===== config.mk =====
export PLATFORM = sky130hd
export DESIGN_NAME = head_seek_ctrl
export DESIGN_NICKNAME = d
export VERILOG_FILES = /design/src/rtl/head_seek_pkg.sv /design/src/rtl/hs_countdown.sv /design/src/rtl/hs_step_gen.sv /design/src/rtl/hs_seek_fsm.sv /design/src/rtl/head_seek_ctrl.sv
export SDC_FILE = /design/constraint.sdc
export NUM_CORES = 1
export LEC_CHECK = 0
export BUFFER_PORTS_ARGS = -buffer_cell sky130_fd_sc_hd__clkbuf_2
export CAP_MARGIN = 10
export CORE_MARGIN = 2
export CORE_UTILIZATION = 44
export CTS_BUF_LIST = sky130_fd_sc_hd__clkbuf_4
export DETAILED_ROUTE_END_ITERATION = 7
export MAX_ROUTING_LAYER = met4
export PLACE_DENSITY_LB_ADDON = 0.25
export SLEW_MARGIN = 20
export SYNTH_ARGS = -nofsm -noshare
export SYNTH_HDL_FRONTEND = slang
export SYNTH_SLANG_ARGS = --single-unit

===== constraint.sdc =====
create_clock -name clk -period 3.8 [get_ports clk]
set_input_delay 0.38 -clock clk [delete_from_list [all_inputs] [get_ports clk]]
set_output_delay 0.38 -clock clk [all_outputs]
set_load 0.05 [all_outputs]

===== src/rtl/head_seek_pkg.sv =====
package head_seek_pkg;

   typedef enum logic [2:0] {
      SK_IDLE,
      SK_HOME_CHECK,
      SK_HOME_WAIT,
      SK_SEEK_CHECK,
      SK_SEEK_WAIT,
      SK_SETTLE
   } seek_state_t;

   typedef enum logic [1:0] {
      PH_IDLE,
      PH_LEAD,
      PH_LOW,
      PH_GAP
   } step_phase_t;

   // Cycles of a delay given in microseconds, rounded up, never below one.
   function automatic int us_to_cycles(input int clk_khz, input int us);
      longint c;
      c = (longint'(clk_khz) * longint'(us) + 64'sd999) / 64'sd1000;
      if (c < 1) c = 1;
      return int'(c);
   endfunction

   function automatic int max3(input int a, input int b, input int c);
      int m;
      m = (a > b) ? a : b;
      return (m > c) ? m : c;
   endfunction

endpackage


===== src/rtl/hs_countdown.sv =====
module hs_countdown #(
   parameter int W = 8
) (
   input  logic         clk,
   input  logic         rst_n,
   input  logic         load,
   input  logic [W-1:0] value,
   output logic         last
);

   logic [W-1:0] cnt;

   always_ff @(posedge clk or negedge rst_n) begin
      if (!rst_n)
         cnt <= '0;
      else if (load)
         cnt <= value;
      else if (cnt != '0)
         cnt <= cnt - 1'b1;
   end

   // High in the final cycle of a loaded interval.
   assign last = (cnt == W'(1));

endmodule


===== src/rtl/hs_step_gen.sv =====
module hs_step_gen
   import head_seek_pkg::*;
#(
   parameter int CNT_W     = 8,
   parameter int PULSE_CYC = 4,
   parameter int GAP_CYC   = 16
) (
   input  logic clk,
   input  logic rst_n,
   input  logic start,
   output logic step_n,
   output logic step_done
);

   step_phase_t      phase;
   logic             ld;
   logic [CNT_W-1:0] ld_val;
   logic             last;

   always_comb begin
      ld     = 1'b0;
      ld_val = CNT_W'(PULSE_CYC);
      unique case (phase)
         PH_IDLE: ld = start;
         PH_LEAD: ld = last;
         PH_LOW: begin
            ld     = last;
            ld_val = CNT_W'(GAP_CYC);
         end
         default: ld = 1'b0;
      endcase
   end

   hs_countdown #(.W(CNT_W)) u_phase_cnt (
      .clk   (clk),
      .rst_n (rst_n),
      .load  (ld),
      .value (ld_val),
      .last  (last)
   );

   always_ff @(posedge clk or negedge rst_n) begin
      if (!rst_n) begin
         phase     <= PH_IDLE;
         step_done <= 1'b0;
      end else begin
         step_done <= 1'b0;
         unique case (phase)
            PH_IDLE: if (start) phase <= PH_LEAD;
            PH_LEAD: if (last)  phase <= PH_LOW;
            PH_LOW:  if (last)  phase <= PH_GAP;
            PH_GAP: if (last) begin
               phase     <= PH_IDLE;
               step_done <= 1'b1;
            end
            default: phase <= PH_IDLE;
         endcase
      end
   end

   assign step_n = (phase != PH_LOW);

   // the sequencer never receives a new step while one is running
   a_r2_start_when_idle: assert property (@(posedge clk) disable iff (!rst_n)
      start |-> (phase == PH_IDLE));

   // a finished step always ends with the line high
   a_r2_done_line_high: assert property (@(posedge clk) disable iff (!rst_n)
      step_done |-> step_n);

endmodule


===== src/rtl/hs_seek_fsm.sv =====
module hs_seek_fsm
   import head_seek_pkg::*;
#(
   parameter int TRACK_W         = 8,
   parameter int HOME_LIMIT      = 100,
   parameter int LOW_TRACK_LIMIT = 43
) (
   input  logic               clk,
   input  logic               rst_n,
   input  logic               seek_req,
   input  logic [TRACK_W-1:0] seek_track,
   input  logic               recal_req,
   input  logic               trk0,
   input  logic               step_done,
   input  logic               settle_last,
   output logic               step_start,
   output logic               dir,
   output logic               settle_load,
   output logic               busy,
   output logic               done,
   output logic               low_track,
   output logic               drive_present
);

   localparam int HOME_W = $clog2(HOME_LIMIT + 1);

   seek_state_t        state;
   logic [TRACK_W-1:0] tgt;
   logic [TRACK_W-1:0] cur;
   logic [TRACK_W-1:0] eff_cur;
   logic [HOME_W-1:0]  home_cnt;
   logic               homed;

   // Track-zero sense overrides the count before each step decision.
   assign eff_cur = trk0 ? '0 : cur;
   assign busy    = (state != SK_IDLE);

   always_ff @(posedge clk or negedge rst_n) begin
      if (!rst_n) begin
         state         <= SK_IDLE;
         tgt           <= '0;
         cur           <= '0;
         home_cnt      <= '0;
         homed         <= 1'b0;
         dir           <= 1'b0;
         step_start    <= 1'b0;
         settle_load   <= 1'b0;
         done          <= 1'b0;
         low_track     <= 1'b1;
         drive_present <= 1'b0;
      end else begin
         step_start  <= 1'b0;
         settle_load <= 1'b0;
         done        <= 1'b0;
         unique case (state)
            SK_IDLE: begin
               if (recal_req) begin
                  tgt      <= '0;
                  homed    <= 1'b0;
                  home_cnt <= '0;
                  state    <= SK_HOME_CHECK;
               end else if (seek_req) begin
                  tgt <= seek_track;
                  if (!homed || (seek_track == '0)) begin
                     home_cnt <= '0;
                     state    <= SK_HOME_CHECK;
                  end else begin
                     state <= SK_SEEK_CHECK;
                  end
               end
            end
            SK_HOME_CHECK: begin
               if (home_cnt == HOME_W'(HOME_LIMIT)) begin
                  drive_present <= 1'b0;
                  homed         <= 1'b1;
                  cur           <= '0;
                  state         <= SK_SEEK_CHECK;
               end else if (trk0) begin
                  drive_present <= 1'b1;
                  homed         <= 1'b1;
                  cur           <= '0;
                  state         <= SK_SEEK_CHECK;
               end else begin
                  dir        <= 1'b0;
                  step_start <= 1'b1;
                  home_cnt   <= home_cnt + 1'b1;
                  state      <= SK_HOME_WAIT;
               end
            end
            SK_HOME_WAIT: if (step_done) state <= SK_HOME_CHECK;
            SK_SEEK_CHECK: begin
               if (tgt == cur) begin
                  settle_load <= 1'b1;
                  state       <= SK_SETTLE;
               end else if (tgt > eff_cur) begin
                  dir        <= 1'b1;
                  cur        <= eff_cur + 1'b1;
                  step_start <= 1'b1;
                  state      <= SK_SEEK_WAIT;
               end else if (tgt < eff_cur) begin
                  dir        <= 1'b0;
                  cur        <= eff_cur - 1'b1;
                  step_start <= 1'b1;
                  state      <= SK_SEEK_WAIT;
               end else begin
                  cur <= eff_cur;
               end
            end
            SK_SEEK_WAIT: if (step_done) state <= SK_SEEK_CHECK;
            SK_SETTLE: begin
               if (settle_last) begin
                  low_track <= (int'(tgt) < LOW_TRACK_LIMIT);
                  done      <= 1'b1;
                  state     <= SK_IDLE;
               end
            end
            default: state <= SK_IDLE;
         endcase
      end
   end

   // homing never exceeds its step budget
   a_r4_home_bound: assert property (@(posedge clk) disable iff (!rst_n)
      home_cnt <= HOME_W'(HOME_LIMIT));

   // completion lasts one cycle and coincides with idle
   a_r8_done_single: assert property (@(posedge clk) disable iff (!rst_n)
      done |=> !done);
   a_r8_done_idle: assert property (@(posedge clk) disable iff (!rst_n)
      done |-> !busy);

   // the low-track line moves only with completion
   a_r9_lowtrk_at_done: assert property (@(posedge clk) disable iff (!rst_n)
      (low_track != $past(low_track)) |-> done);

   // requests during a command leave the target alone
   a_r11_ignore_busy: assert property (@(posedge clk) disable iff (!rst_n)
      (busy && (seek_req || recal_req)) |=> (tgt == $past(tgt)));

endmodule


===== src/rtl/head_seek_ctrl.sv =====
module head_seek_ctrl
   import head_seek_pkg::*;
#(
   parameter int CLK_KHZ         = 125000,
   parameter int STEP_PULSE_US   = 6,
   parameter int STEP_GAP_US     = 6000,
   parameter int SETTLE_US       = 50000,
   parameter int HOME_LIMIT      = 100,
   parameter int TRACK_W         = 8,
   parameter int LOW_TRACK_LIMIT = 43,
   parameter int SYNC_STAGES     = 2,
   parameter bit TRK0_ACTIVE_LOW = 1'b0
) (
   input  logic               clk,
   input  logic               rst_n,
   input  logic               seek_req,
   input  logic [TRACK_W-1:0] seek_track,
   input  logic               recal_req,
   input  logic               trk0_sense,
   output logic               dir_out,
   output logic               step_n,
   output logic               low_track,
   output logic               busy,
   output logic               done,
   output logic               drive_present
);

   localparam int PULSE_CYC  = us_to_cycles(CLK_KHZ, STEP_PULSE_US);
   localparam int GAP_CYC    = us_to_cycles(CLK_KHZ, STEP_GAP_US);
   localparam int SETTLE_CYC = us_to_cycles(CLK_KHZ, SETTLE_US);
   localparam int CNT_W      = $clog2(max3(PULSE_CYC, GAP_CYC, SETTLE_CYC) + 1);

   if (CLK_KHZ < 1 || STEP_PULSE_US < 1 || STEP_GAP_US < 1 || SETTLE_US < 1) begin : g_bad_timing
      $error("head_seek_ctrl: clock and delays must be positive");
   end
   if (HOME_LIMIT < 1) begin : g_bad_home
      $error("head_seek_ctrl: HOME_LIMIT must be at least 1");
   end
   if (TRACK_W < 1 || LOW_TRACK_LIMIT < 1 || LOW_TRACK_LIMIT >= (1 << TRACK_W)) begin : g_bad_track
      $error("head_seek_ctrl: LOW_TRACK_LIMIT must fit in TRACK_W");
   end
   if (SYNC_STAGES < 0 || SYNC_STAGES > 4) begin : g_bad_sync
      $error("head_seek_ctrl: SYNC_STAGES must be 0..4");
   end

   // Track-zero sense: polarity, then optional synchroniser.
   logic trk0_pol;
   logic trk0_s;

   assign trk0_pol = trk0_sense ^ TRK0_ACTIVE_LOW;

   if (SYNC_STAGES == 0) begin : g_nosync
      assign trk0_s = trk0_pol;
   end else begin : g_sync
      logic [SYNC_STAGES-1:0] sr;
      always_ff @(posedge clk or negedge rst_n) begin
         if (!rst_n) begin
            sr <= '0;
         end else begin
            sr[0] <= trk0_pol;
            for (int i = 1; i < SYNC_STAGES; i++) sr[i] <= sr[i-1];
         end
      end
      assign trk0_s = sr[SYNC_STAGES-1];
   end

   logic step_start;
   logic step_done;
   logic settle_load;
   logic settle_last;

   hs_seek_fsm #(
      .TRACK_W         (TRACK_W),
      .HOME_LIMIT      (HOME_LIMIT),
      .LOW_TRACK_LIMIT (LOW_TRACK_LIMIT)
   ) u_fsm (
      .clk           (clk),
      .rst_n         (rst_n),
      .seek_req      (seek_req),
      .seek_track    (seek_track),
      .recal_req     (recal_req),
      .trk0          (trk0_s),
      .step_done     (step_done),
      .settle_last   (settle_last),
      .step_start    (step_start),
      .dir           (dir_out),
      .settle_load   (settle_load),
      .busy          (busy),
      .done          (done),
      .low_track     (low_track),
      .drive_present (drive_present)
   );

   hs_step_gen #(
      .CNT_W     (CNT_W),
      .PULSE_CYC (PULSE_CYC),
      .GAP_CYC   (GAP_CYC)
   ) u_step (
      .clk       (clk),
      .rst_n     (rst_n),
      .start     (step_start),
      .step_n    (step_n),
      .step_done (step_done)
   );

   hs_countdown #(.W(CNT_W)) u_settle (
      .clk   (clk),
      .rst_n (rst_n),
      .load  (settle_load),
      .value (CNT_W'(SETTLE_CYC)),
      .last  (settle_last)
   );

   // a step pulse only appears inside a command
   a_r2_step_in_busy: assert property (@(posedge clk) disable iff (!rst_n)
      !step_n |-> busy);

   // direction holds while the step line is low
   a_r3_dir_stable: assert property (@(posedge clk) disable iff (!rst_n)
      !step_n |-> $stable(dir_out));

endmodule


==> flow_metrics.py, run 1 <==
metrics = {
    "worst_setup_path": {
        "r2r_start": "g_sync.sr[1]",
        "cp-start-kind": "flop",
        "r2r_cells": 8,
        "crit_chain": "nand2b_1, ha_1, nor2b_1, o211ai_1, a21oi_1, or4_1, and2_1, o311ai_1",
        "crit_path_max_fanout": 18,
        "worstSetupPathType": "flop to flop",
        "slowest_delay_ns": 0.74,
        "worst_path_max_delay_cell": "dfrtp_1",
        "cp_data_required_time_ns": 4.17,
        "end_kind": "flop",
        "crit_family": "simple AND/OR/NAND/NOR gates",
        "r2r_end": "u_fsm.cur[6]",
        "arrival_ns": 3.42,
        "r2r_slack_ns": 0.75,
        "crit_buf_inv": 0,
        "path_depth": 8,
        "crit_path_end": "u_fsm.cur[6]",
        "cp-startpoint": "g_sync.sr[1]",
    },
    "clock_tree": {
        "cts_tree": "built",
        "clkTransAtPathRegs_ns": 0.15,
        "numCtsBuffers": 9,
        "cts.sinks": 84,
        "root_buffer": "clkbuf_4",
        "htreeDepth": 3,
        "clock_path_buffers": 2,
        "post-cts-setup-buffers": 0,
        "clock_latency_ns": 0.48,
    },
    "global_routing": {
        "grt_overflow_total": 0,
        "grt_usage": 0.2036,
        "grt_max_degree": 85,
        "grt_pass1_vias": 4159,
        "grt_pass1_wl_um": 19830,
        "antenna_found_initial": 1,
    },
    "detailed_routing": {
        "routed-via-count": 4086,
        "drcViolationCount": 0,
        "wl_um": 11380,
        "drtIter0Drc": 262,
        "drt-vias-per-instance": 5.675,
        "wl_per_cell_um": 15.80,
        "antenna_left": 0,
        "first_pass_iters": 5,
    },
    "logic_synthesis": {
        "synth-seq-cells": 84,
        "yosysUniqueCellTypes": 65,
        "yosysWarnings": 0,
        "synth_top_area_cell": "dfrtp_1",
        "syn_area_per_cell_um2": 9.044,
        "synth.top_cell.area_share": 0.4130,
        "yosys_most_used_dff": "dfrtp_1",
        "synthArstFlopShare": 1.000,
        "synth_edf_count": 0,
        "synth.area.top_cells": "dfrtp_1 41%, ha_1 5.2%, xnor2_1 4.5%, nand2_1 4.3%, nor2_1 3.8%",
        "netlist_area_mm2": 0.005029,
        "syn_nets": 590,
        "synthCells": 556,
        "ys_seq_area_frac": 0.4183,
    },
    "timing": {
        "period_share": 0.8029,
        "period_minus_slack_ns": 3.051,
        "fin_ws_ns": 0.7489,
        "worstMarginPinSlew_ns": 0.8643,
        "clock.fmax_ghz": 0.3277,
        "finalClockSkew_ns": 0.01852,
        "hold_violations": 0,
        "maxSlewViolCount": 0,
        "slew-limit-headroom": 0.4199,
        "rsz0062_at_grt": "false",
        "setup_tns_ns": 0,
        "setup_viol": 0,
    },
    "cells_and_area": {
        "layout-drive-gt1-share": 0.1007,
        "num-fill-cells": 1041,
        "area_growth_pct": 7.763,
        "fin_nets": 605,
    },
    "place": {
        "io_buffer_count": 18,
        "gp_congestion": 0.9240,
        "dp_hpwl_um": 8056,
        "preCtsSetupSlack_ns": 0.8330,
    },
    "run_status": {
        "status": "finished, final reports clean",
    },
    "floorplan": {
        "std_cell_rows": 39,
        "ios": 19,
        "core_area_mm2": 0.01127,
        "start_util": 0.4461,
        "dieArea_mm2": 0.01230,
        "die_h_um": 110.9,
        "die_w_um": 110.9,
    },
    "pwr": {
        "p_leak_nw": 2.603,
        "p_per_area_mw_per_mm2": 277.8,
        "power_w": 0.001505,
        "ir_drop_mv": 0.1984,
    },
    "hold_path": {
        "holdPathStages": 3,
        "hp-class": "input pin to flop",
    },
    "run": {
        "maxCapViolCount": 0,
    },
}
cell usage after synthesis, types with 5 or more instances:
cell type	count
dfrtp_1	83
nand2_1	57
nor2_1	51
o21ai_0	31
inv_1	26
xnor2_1	26
ha_1	21
nor3_1	19
a21oi_1	17
clkbuf_1	17
nand2b_1	17
xor2_1	16
nor4_1	14
nand3_1	11
nor2b_1	10
or4_1	10
or3_1	9
and2_1	8
nand4_1	8
o21ai_1	8
o22ai_1	7
o311ai_0	5
o31ai_1	5
or2_2	5
power by group:
part	switching [W]	internal, W	leakage [nW]	total [W]
clock network	0.000357	0.000210	0.0751	0.000567
registers	0.00000385	0.000896	1.12	0.000900
logic	0.0000272	0.0000116	1.41	0.0000388
cell usage in the layout (no fill, tap or decap), types with 9 or more instances in the layout:
cell type and n:
a21oi_1 17, clkbuf_2 17, clkbuf_4 9, dfrtp_1 83, ha_1 21, inv_1 26
nand2_1 57, nand2b_1 17, nand3_1 11, nor2_1 51, nor2b_1 10, nor3_1 19
nor4_1 14, o21ai_0 31, or3_1 9, or4_1 10, xnor2_1 26, xor2_1 16
sequential cells by signal, summed over array words and instances (netlist names):
| name | count |
|---|---|
| u_settle.cnt | 23 |
| u_step.u_phase_cnt.cnt | 23 |
| u_fsm.cur | 8 |
| u_fsm.tgt | 8 |
| u_fsm.home_cnt | 7 |
| u_fsm.state | 3 |
| g_sync.sr | 2 |
| u_step.phase | 2 |
| u_fsm.dir | 1 |
| u_fsm.done | 1 |
| u_fsm.drive_present | 1 |
| u_fsm.homed | 1 |
| u_fsm.low_track | 1 |
| u_fsm.settle_load | 1 |
| u_fsm.step_start | 1 |
| u_step.step_done | 1 |
through the flow:
| step | util | std cells | cell area, µm² | hold slack, ns |
|---|---|---|---|---|
| 2_1_floorplan | - | 556 | 5029 | 0.08441 |
| 3_3_place_gp | 0.4651 | 701 | 5243 | 0.3916 |
| 3_5_place_dp | 0.4651 | 701 | 5243 | 0.3845 |
| 4_1_cts | 0.4793 | 718 | 5403 | 0.09055 |
| 5_1_grt | 0.4807 | 720 | 5419 | 0.1202 |
| 6_report | 0.4807 | 720 | 5419 | 0.1400 |
per-layer routing:
metal,track usage,vias to the layer above,part of all wire
li1,-,2031,-
met2,0.3108,100,0.46
met3,0.04921,19,0.051
met1,0.2601,1936,0.47
met5,-,-,0
met4,0.08750,0,0.021
cell type report:
cell class	count	area, µm²	share of cell area
Antenna cell	1	2.502	0.0004618
Clock buffer	9	67.56	0.01247
Clock inverter	7	82.58	0.01524
Inverter	27	101.3	0.01870
Multi-Input combinational cell	426	2744	0.5063
Sequential cell	84	2103	0.3881
Tap cell	143	178.9	0.03302
Timing Repair Buffer	23	138.9	0.02563
worst register-to-register path: cells and delay by family, from the launching register on:
family          cells  cell delay (ns)
simple gates        4             1.18
flops               1             0.74
fa+ha+maj           1             0.28
compound gates      3             0.77
worst min path at each step:
stage	slack [ns]	to	startpoint
final	0.14	u_fsm.tgt[1]	seek_track[1]
after global routing	0.12	u_fsm.tgt[4]	seek_track[4]
after CTS	0.09	u_settle.cnt[22]	rst_n
after detailed placement	0.38	g_sync.sr[1]	g_sync.sr[0]
after global placement	0.39	g_sync.sr[1]	g_sync.sr[0]
after floorplan	0.08	g_sync.sr[0]	rst_n
logic make-up after synthesis:
logic type / Yosys count / synth area share
mux: 4 / 0.009205
flops: 84 / 0.4183
compound gates: 118 / 0.1560
simple gates: 241 / 0.2550
fa+ha+maj: 21 / 0.05225
buf+inv: 46 / 0.03608
xor+xnor: 42 / 0.07315
timing repair:
item,CTS,global route
gates resized for setup,0,0
hold buffers,1,1
endpoints found under the hold margin,1,63
(Power assumes the default switching activity.)
==> run 2, diff against run 1 <==
==> constraint.sdc (replaced) <==
create_clock -name clk -period 2.5 [get_ports clk]
set_input_delay 0.25 -clock clk [delete_from_list [all_inputs] [get_ports clk]]
set_output_delay 0.25 -clock clk [all_outputs]
set_load 0.05 [all_outputs]
==> run 2 against run 1 <==
Effect of this change: the run now ends with negative setup slack left; hold slack got worse by 0.12 ns; clock power is 44% higher; sequential power up 52%; global-route usage barely moved; combinational power up 120%; power increased by 51%; critical endpoint is now u_fsm.cur[0].
==> flow_metrics.py, run 2 (synthesis results as in run 1) <==
metrics = {
    "global_routing": {
        "grt_max_degree": 48,
        "grt_usage": 0.2034,
        "grt_pass1_vias": 4107,
        "grt_pass1_wl_um": 19780,
        "antenna_found_initial": 1,
        "grt_overflow_total": 0,
    },
    "place": {
        "dp_hpwl_um": 8292,
        "io_buffer_count": 18,
        "gp_congestion": 0.9275,
        "preCtsSetupSlack_ns": -0.1440,
    },
    "detailed_routing": {
        "antenna_left": 0,
        "first_pass_iters": 5,
        "drcViolationCount": 0,
        "wl_per_cell_um": 15.58,
        "routed-via-count": 4335,
        "drtIter0Drc": 244,
        "drt-vias-per-instance": 5.645,
        "wl_um": 11960,
    },
    "timing": {
        "worstMarginPinSlew_ns": 0.8367,
        "setup_tns_ns": -0.04086,
        "slew-limit-headroom": 0.4384,
        "setup_viol": 3,
        "maxSlewViolCount": 0,
        "period_share": 1.009,
        "holdWs_ns": 0.01985,
        "period_minus_slack_ns": 2.522,
        "clock.fmax_ghz": 0.3966,
        "rsz0062_at_grt": "true",
        "finalClockSkew_ns": 0.03796,
        "hold_violations": 0,
        "fin_ws_ns": -0.02172,
    },
    "worst_setup_path": {
        "crit_path_max_fanout": 7,
        "cp_data_required_time_ns": 2.85,
        "end_kind": "flop",
        "cp-start-kind": "flop",
        "r2r_slack_ns": -0.02,
        "worstSetupPathType": "flop to flop",
        "arrival_ns": 2.87,
    },
    "run_status": {
        "status": "finished with violations",
        "violations": "negative setup slack",
    },
    "cells_and_area": {
        "final_common_cell": "dfrtp_1",
        "fin_nets": 653,
        "layout_common_cells": "82 x dfrtp_1, 57 x nand2_1, 50 x nor2_1",
        "area_growth_pct": 21.17,
        "largestRegisters": "u_settle.cnt x23, u_step.u_phase_cnt.cnt x23",
        "layout-drive-gt1-share": 0.2276,
    },
    "clock_tree": {
        "cts.sinks": 84,
        "clock_path_buffers": 2,
        "root_buffer": "clkbuf_4",
        "clkTransAtPathRegs_ns": 0.15,
        "htreeDepth": 3,
        "numCtsBuffers": 9,
        "cts_tree": "built",
        "clock_latency_ns": 0.49,
    },
    "floorplan": {
        "die_h_um": 110.9,
        "die_w_um": 110.9,
        "dieArea_mm2": 0.01230,
        "ios": 19,
        "std_cell_rows": 39,
        "start_util": 0.4461,
        "core_area_mm2": 0.01127,
    },
    "pwr": {
        "p_switching_w": 0.0005261,
        "internal_power_w": 0.001741,
        "comb_power_share": 0.037,
        "p_per_area_mw_per_mm2": 372.1,
        "ir_drop_mv": 0.3282,
        "p_leak_nw": 2.900,
        "seqPwrFrac": 0.602,
        "p_clk_frac": 0.361,
        "p_sw_frac": 0.2320,
    },
    "run": {
        "maxCapViolCount": 0,
    },
    "hold_path": {
        "hp-class": "input pin to flop",
    },
}
==> run 2: changes by cell type in the layout (fill, tap and decap cells not counted), moves of 5 or more <==
cell | previous run | this run
a21oi_1 | 17 | 12
buf_4 | 3 | 41
buf_6 | 1 | 6
ha_1 | 21 | 16
ha_4 | 0 | 5
nor2b_1 | 10 | 5
o311ai_0 | 5 | 0
==> run 2: final timing paths <==
kind,startpoint,end,depth (start not counted)
max,g_sync.sr[1],u_fsm.cur[0],10
min,seek_track[0],u_fsm.tgt[0],3
max reg2reg,g_sync.sr[1],u_fsm.cur[0],10
min reg2reg,g_sync.sr[0],g_sync.sr[1],0
max in group asynchronous,rst_n,u_fsm.low_track,3
min in group asynchronous,rst_n,u_fsm.tgt[0],2
==> run 2: through the flow <==
stage          power, W    util  instance area, µm²  instances
2_1_floorplan  0.001409       -                5055        556
3_3_place_gp   0.001458  0.4906                5530        736
3_5_place_dp   0.001460  0.4906                5530        736
4_1_cts        0.002286  0.5122                5773        758
5_1_grt        0.002362  0.5406                6093        768
6_report       0.002267  0.5406                6093        768
==> run 2: area by class of cell <==
class | count | area [µm²]
antenna | 1 | 2.502
clock buffer | 13 | 97.59
clock inverter | 3 | 38.79
fill | 967 | 5179
inverter | 27 | 103.9
multi-input combinational | 426 | 3027
sequential | 84 | 2105
tap | 143 | 178.9
timing repair buffer | 71 | 540.5
==> run 2: layer usage <==
| layer | GRT usage | share of wire |
|---|---|---|
| met1 | 0.2651 | 0.46 |
| met2 | 0.3129 | 0.47 |
| met3 | 0.05303 | 0.045 |
| met4 | 0.06417 | 0.020 |
| met5 | - | 0 |
==> run 2: power by group through the flow <==
stage / combinational (W) / sequential [W] / clock, W
after floorplan: 0.0000203 / 0.00139 / 0
after global placement: 0.0000675 / 0.00139 / 0
after detailed placement: 0.0000691 / 0.00139 / 0
after CTS: 0.0000787 / 0.00137 / 0.000842
after global routing: 0.0000956 / 0.00137 / 0.000899
final: 0.0000840 / 0.00137 / 0.000818
==> run 2: what timing repair did <==
| item | in CTS | in global routing |
|---|---|---|
| pin swaps | 7 | 19 |
| hold endpoints to repair | 49 | 2 |
| resized for setup | 17 | 49 |
| endpoints found under the setup margin | 9 | 27 |
| buffers inserted | 2 | 7 |
| hold buffers | 4 | 2 |
==> run 2: critical path, stage by stage, from the launching register on <==
cell and delay [ns]:
dfrtp_2 0.53, buf_6 0.16, nor2b_4 0.15, inv_2 0.07, ha_4 0.28, nand4_1 0.16, or2_4 0.30, a31o_4 0.24
xnor2_2 0.13, a2111oi_2 0.30, a21oi_1 0.07
